[src/rtl/sample_bank_pkg.sv]
package sample_bank_pkg;
  // Strobes from control to datapath
  typedef struct packed {
    logic commit;   // copy all staged values into the published set
    logic freeze;   // host transfer under way; published set must hold
  } bankStrobes_t;
endpackage

[src/rtl/sample_bank_ctrl.sv]
module sample_bank_ctrl
  import sample_bank_pkg::*;
(
  input  logic         clk,
  input  logic         rstN,
  input  logic         scanDone,
  input  logic         xferBusy,
  input  logic         rdStrobe,
  output bankStrobes_t strobes,
  output logic         dataReady
);
  logic pending;
  logic wantCommit;

  assign wantCommit     = scanDone | pending;
  assign strobes.commit = wantCommit & ~xferBusy;
  assign strobes.freeze = xferBusy;

  always_ff @(posedge clk or negedge rstN) begin
    if (!rstN) begin
      pending <= 1'b0;
    end else if (xferBusy) begin
      pending <= wantCommit;
    end else begin
      pending <= 1'b0;
    end
  end

  always_ff @(posedge clk or negedge rstN) begin
    if (!rstN) begin
      dataReady <= 1'b0;
    end else if (strobes.commit) begin
      dataReady <= 1'b1;
    end else if (rdStrobe) begin
      dataReady <= 1'b0;
    end
  end

  // a held publish fires as soon as the transfer has ended
  a_r6_pending_fires: assert property (@(posedge clk) disable iff (!rstN)
    (pending && !xferBusy) |=> (!pending && dataReady));

  // end of scan during a transfer is remembered
  a_r6_pending_set: assert property (@(posedge clk) disable iff (!rstN)
    (scanDone && xferBusy) |=> pending);

  // a publish raises the ready flag
  a_r7_ready_set: assert property (@(posedge clk) disable iff (!rstN)
    strobes.commit |=> dataReady);

  // a read with no publish clears the ready flag
  a_r8_ready_clear: assert property (@(posedge clk) disable iff (!rstN)
    (rdStrobe && !strobes.commit) |=> !dataReady);
endmodule

[src/rtl/sample_bank_datapath.sv]
module sample_bank_datapath
  import sample_bank_pkg::*;
#(
  parameter int NUM_CH = 8,
  parameter int DATA_W = 10,
  parameter int ADDR_W = $clog2(NUM_CH)
) (
  input  logic              clk,
  input  logic              rstN,
  input  bankStrobes_t      strobes,
  input  logic              wrValid,
  input  logic [ADDR_W-1:0] wrChan,
  input  logic [DATA_W-1:0] wrData,
  input  logic [ADDR_W-1:0] rdAddr,
  output logic [DATA_W-1:0] rdData
);
  logic [NUM_CH-1:0][DATA_W-1:0] stageRegs;
  logic [NUM_CH-1:0][DATA_W-1:0] stageNext;
  logic [NUM_CH-1:0][DATA_W-1:0] pubRegs;

  // Staged view including this cycle's write, so a publish sees it
  always_comb begin
    stageNext = stageRegs;
    if (wrValid) stageNext[wrChan] = wrData;
  end

  for (genvar ch = 0; ch < NUM_CH; ch++) begin : g_chan
    always_ff @(posedge clk or negedge rstN) begin
      if (!rstN) begin
        stageRegs[ch] <= '0;
        pubRegs[ch]   <= '0;
      end else begin
        stageRegs[ch] <= stageNext[ch];
        if (strobes.commit) pubRegs[ch] <= stageNext[ch];
      end
    end
  end

  assign rdData = pubRegs[rdAddr];

  // published set holds while a transfer is under way
  a_r5_hold_busy: assert property (@(posedge clk) disable iff (!rstN)
    strobes.freeze |=> $stable(pubRegs));

  // without a publish the published set does not move
  a_r2_no_commit_hold: assert property (@(posedge clk) disable iff (!rstN)
    !strobes.commit |=> $stable(pubRegs));

  // a publish copies the whole staged set, including a same-cycle write
  a_r3_atomic_copy: assert property (@(posedge clk) disable iff (!rstN)
    strobes.commit |=> (pubRegs == $past(stageNext)));
endmodule

[src/rtl/sample_result_bank.sv]
module sample_result_bank
  import sample_bank_pkg::*;
#(
  parameter int NUM_CH = 8,
  parameter int DATA_W = 10,
  parameter int ADDR_W = $clog2(NUM_CH)
) (
  input  logic              clk,
  input  logic              rstN,
  input  logic              wrValid,
  input  logic [ADDR_W-1:0] wrChan,
  input  logic [DATA_W-1:0] wrData,
  input  logic              scanDone,
  input  logic              xferBusy,
  input  logic [ADDR_W-1:0] rdAddr,
  input  logic              rdStrobe,
  output logic [DATA_W-1:0] rdData,
  output logic              dataReady
);
  bankStrobes_t strobes;

  sample_bank_ctrl u_ctrl (
    .clk       (clk),
    .rstN      (rstN),
    .scanDone  (scanDone),
    .xferBusy  (xferBusy),
    .rdStrobe  (rdStrobe),
    .strobes   (strobes),
    .dataReady (dataReady)
  );

  sample_bank_datapath #(
    .NUM_CH (NUM_CH),
    .DATA_W (DATA_W),
    .ADDR_W (ADDR_W)
  ) u_dp (
    .clk     (clk),
    .rstN    (rstN),
    .strobes (strobes),
    .wrValid (wrValid),
    .wrChan  (wrChan),
    .wrData  (wrData),
    .rdAddr  (rdAddr),
    .rdData  (rdData)
  );

  // no publish is issued during a transfer
  a_r5_no_commit_busy: assert property (@(posedge clk) disable iff (!rstN)
    xferBusy |-> !strobes.commit);
endmodule

[config.mk]
export PLATFORM = sky130hd
export DESIGN_NAME = sample_result_bank
export DESIGN_NICKNAME = d
export VERILOG_FILES = /design/src/rtl/sample_bank_pkg.sv /design/src/rtl/sample_bank_ctrl.sv /design/src/rtl/sample_bank_datapath.sv /design/src/rtl/sample_result_bank.sv
export SDC_FILE = /design/constraint.sdc
export NUM_CORES = 1
export LEC_CHECK = 0
export BUFFER_PORTS_ARGS = -buffer_cell sky130_fd_sc_hd__clkbuf_2
export CAP_MARGIN = 20
export CORE_ASPECT_RATIO = 1.4
export CORE_MARGIN = 2
export CORE_UTILIZATION = 64
export CTS_CLUSTER_SIZE = 28
export DETAILED_ROUTE_END_ITERATION = 8
export GPL_TIMING_DRIVEN = 1
export PLACE_DENSITY_LB_ADDON = 0.15
export SYNTH_ARGS = -nofsm -noshare
export SYNTH_HDL_FRONTEND = slang
export SYNTH_SLANG_ARGS = --single-unit
[constraint.sdc]
create_clock -name clk -period 3.9 [get_ports clk]
set_input_delay 1.17 -clock clk [delete_from_list [all_inputs] [get_ports clk]]
set_output_delay 1.17 -clock clk [all_outputs]
set_load 0.005 [all_outputs]
==> run summary <==
CTS built an H-tree with a depth of 4. The number of max-slew violations in the final report was 0. Die boundary height: 126 um.

The worst hold path terminates at u_dp.stageRegs[31]. The pre-antenna-repair detailed-routing pass consisted of 6 iterations. The launch point of the worst reg-to-reg path is u_ctrl.pending. Counting the fill cells in the layout gives 656. For this block, the routed nets add up to 13.1 mm of wire. From synthesis to final layout, the design area changed by 16.2%. The synthesized netlist occupies a cell area of 6750 um2. The area share of the leading cell type in the synthesized netlist was 0.600. Worst-path maximum fanout: 20.

The stage delay of the slowest cell on the critical path is 0.52 ns. TritonCTS built the clock tree. The area used by sequential logic in the layout was 4050 um2. For the number of failing hold endpoints at the final stage, the log shows 0. Among cell families on the critical path, the largest total delay comes from multiplexers.

The part of the Yosys area used for sequential elements was 0.600. The static power due to leakage was 0.00349 uW; the pin slew with the least headroom to its limit was 0.618 ns. The run gives 278 MHz as the maximum frequency from static timing analysis. In the layout the commonest cells are 162 x sky130_fd_sc_hd__dfrtp_1, 140 x sky130_fd_sc_hd__mux2_2, 31 x sky130_fd_sc_hd__clkbuf_2. The initial antenna violation count came out at 0. Once placement finished, the instance area stood at 7170 um2. STA classifies the critical path endpoint as a primary output.

The routability congestion estimate from global placement was 0.787; the total global routing overflow was 0. The tools report the number of buffers inserted during clock tree synthesis as 17. The most common library cell in the layout ignoring fill and taps is sky130_fd_sc_hd__dfrtp_1. Ratio of routed vias to standard cells: 5.99. The clock insertion delay at the later pin of the skew report came out at 0.41 ns. The ratio of final minimum period to clock period works out to 0.922. The count of buffers added on input and output ports is 32. DRC marker count from the first detailed-route iteration: 144.

The number of buffers and inverters on the critical path is 3. 33 I/O pins were placed. The startpoint of the most critical hold path was u_dp.stageRegs[31]. The net count of the mapped netlist was 407. The signal on the critical path passes through clkbuf_2 -> buf_12 -> mux4_2 -> mux2_2 -> clkbuf_2.

The repair_antennas step left the layout with diodes totalling 0. Dividing the detail-routed wire length by the instance count gives 22.4 um. Yosys attributes the largest share of cell area to sky130_fd_sc_hd__dfrtp_1 60%, sky130_fd_sc_hd__mux2_2 23%, sky130_fd_sc_hd__mux2_4 6.7%. The via count of the first global-routing pass was 3850; the post-synthesis sequential element count was 162. Setup violations remaining at the end of the flow were counted as 0.

The remaining max-slew budget at the tightest pin was 0.588. The path depth of the worst reg2reg path is 3. The net total in the final layout was 454; the data arrival time of the critical path was 2.42 ns.

Power spread over the standard cell area amounts to 650 nW/um2. The number of hold buffers added after CTS was 0. The count of yosys warnings during synthesis came out at 0. The region available for standard cell placement spans 10300 um2. The worst hold path belongs to the class reg2reg. Buffers added to address setup during post-CTS repair amount to 0. The tools report the launching element type of the critical path as an input port. For the count of unique library cells instantiated by Yosys, the log shows 16. The peak supply drop came out at 0.000407 V. The per-instance average area after synthesis was 17.5 um2. The total number of vias was 3491. Detailed placement ended at an HPWL of 8.09 mm.

The slowest stage of the critical path is the sky130_fd_sc_hd__mux4_2 cell. The area of the multi-input gates came out at 2600 um2. The run gives 0.254 as the total routing usage reported by global routing. Setup repair after global routing left no endpoint under its margin. The tool flagged a number of max-cap violations equal to 0. The first global-routing pass estimated 21.5 mm of wire. Entering global routing, the biggest net connects 70 pins.

The cell depth of the worst hold path was 1; the number of standard cells after synthesis was 385. The required time at the worst-slack endpoint is 2.73 ns. In the routed design, unresolved DRC markers number 0. The path type of the worst setup path is in2out.

The die is 90.8 um wide. The clock drives 162 sinks. The die covers 11400 um2. The flow ran to the end, and the final reports show no timing, DRC or antenna violations. The clock period could shrink to 3.59 ns. The dominant cell type by count on the critical path is sky130_fd_sc_hd__clkbuf_2. The starting utilization of the core area was 0.653. The floorplan has 44 rows. The detail route stage leaves a number of antenna-violating nets equal to 0. After clock tree synthesis, the clock-pin slew on the worst setup and hold paths is 0.06 ns.

sky130_fd_sc_hd__dfrtp_1 takes more of the synthesized area than any other cell. The worst register-to-register path ends at u_dp.pubRegs[54]. The finished cells cover 7850 um2. The power after layout is 5100 uW, and the minimum setup slack among reg-to-reg paths is 2.10 ns. The tools report the number of gates resized after CTS as 0.

In this run the clock root is driven by a sky130_fd_sc_hd__clkbuf_16. The logs give 2 for the buffer depth of the longest clock path and 0.00523 ns for the worst setup skew after layout. In the final timing run, aggregate negative setup slack is 0 ns. The share of final-layout standard cells stronger than drive strength 1 works out to 0.611.
## power breakdown
group / internal [uW] / switching [uW]
Sequential: 2120 / 206
Combinational: 574 / 327
Clock: 1220 / 649
## how the worst max path moves through the flow
stage,startpoint,slack (ns),to,cells past startpoint
after floorplan,rdAddr[0],0.50,rdData[0],3
after global placement,rdAddr[0],0.30,rdData[8],5
after detailed placement,rdAddr[0],0.30,rdData[8],5
after CTS,rdAddr[0],0.29,rdData[8],5
after global routing,rdAddr[0],0.24,rdData[4],5
final,rdAddr[0],0.31,rdData[8],5
## layout make-up
type / instances / area share
Sequential cell: 162 / 0.517
Multi-Input combinational cell: 201 / 0.331
Clock buffer: 20 / 0.0569
Timing Repair Buffer: 49 / 0.0438
Clock inverter: 12 / 0.0289
Tap cell: 138 / 0.0220
Inverter: 1 / 0.000478
## stage by stage
stage | utilization | std cells | setup slack (ns) | hold WS (ns)
floorplan | - | 385 | 0.497 | 0.464
global placement | 0.693 | 551 | 0.303 | 0.475
detailed placement | 0.693 | 551 | 0.298 | 0.476
CTS | 0.758 | 583 | 0.290 | 0.493
global route | 0.758 | 583 | 0.235 | 0.502
finish | 0.758 | 583 | 0.306 | 0.492
## worst reg2reg max path, stage by stage (launching register included)
cell and delay [ns]:
sky130_fd_sc_hd__dfrtp_1 0.41, sky130_fd_sc_hd__o21bai_4 0.53, sky130_fd_sc_hd__buf_4 0.37, sky130_fd_sc_hd__mux2_2 0.37
## cell usage after synthesis (all sizes together)
cell,instances
mux4,20
o21ai,1
buf,19
mux2,170
clkbuf,2
o21a,1
and4bb,3
dfrtp,162
nand4b,3
nor4b,1
inv,1
o21bai,1
nand4,1
## layer usage
layer | global-route usage | routed length [um] | share of wire | up-vias
met5 | 0 | 0 | 0 | -
met4 | 0.0838 | 227 | 0.017 | 0
met3 | 0.0602 | 426 | 0.033 | 19
met2 | 0.415 | 6730 | 0.51 | 80
met1 | 0.341 | 5690 | 0.44 | 1879
li1 | - | - | - | 1513
## cell families (layout without fill, tap and decap cells)
logic type / count (synthesis) / in the layout / share of synthesized area
multiplexers: 190 / 190 / 0.367
flip-flops: 162 / 162 / 0.600
AO/OA/AOI/OAI: 3 / 3 / 0.00296
buffers and inverters: 22 / 82 / 0.0174
AND/OR/NAND/NOR: 8 / 8 / 0.0126
## registers in the layout (all words and copies together) (netlist names)
signal,cells
u_dp.pubRegs,80
u_dp.stageRegs,80
u_ctrl.dataReady,1
u_ctrl.pending,1
Note: power is estimated with default switching activity, not from simulation.
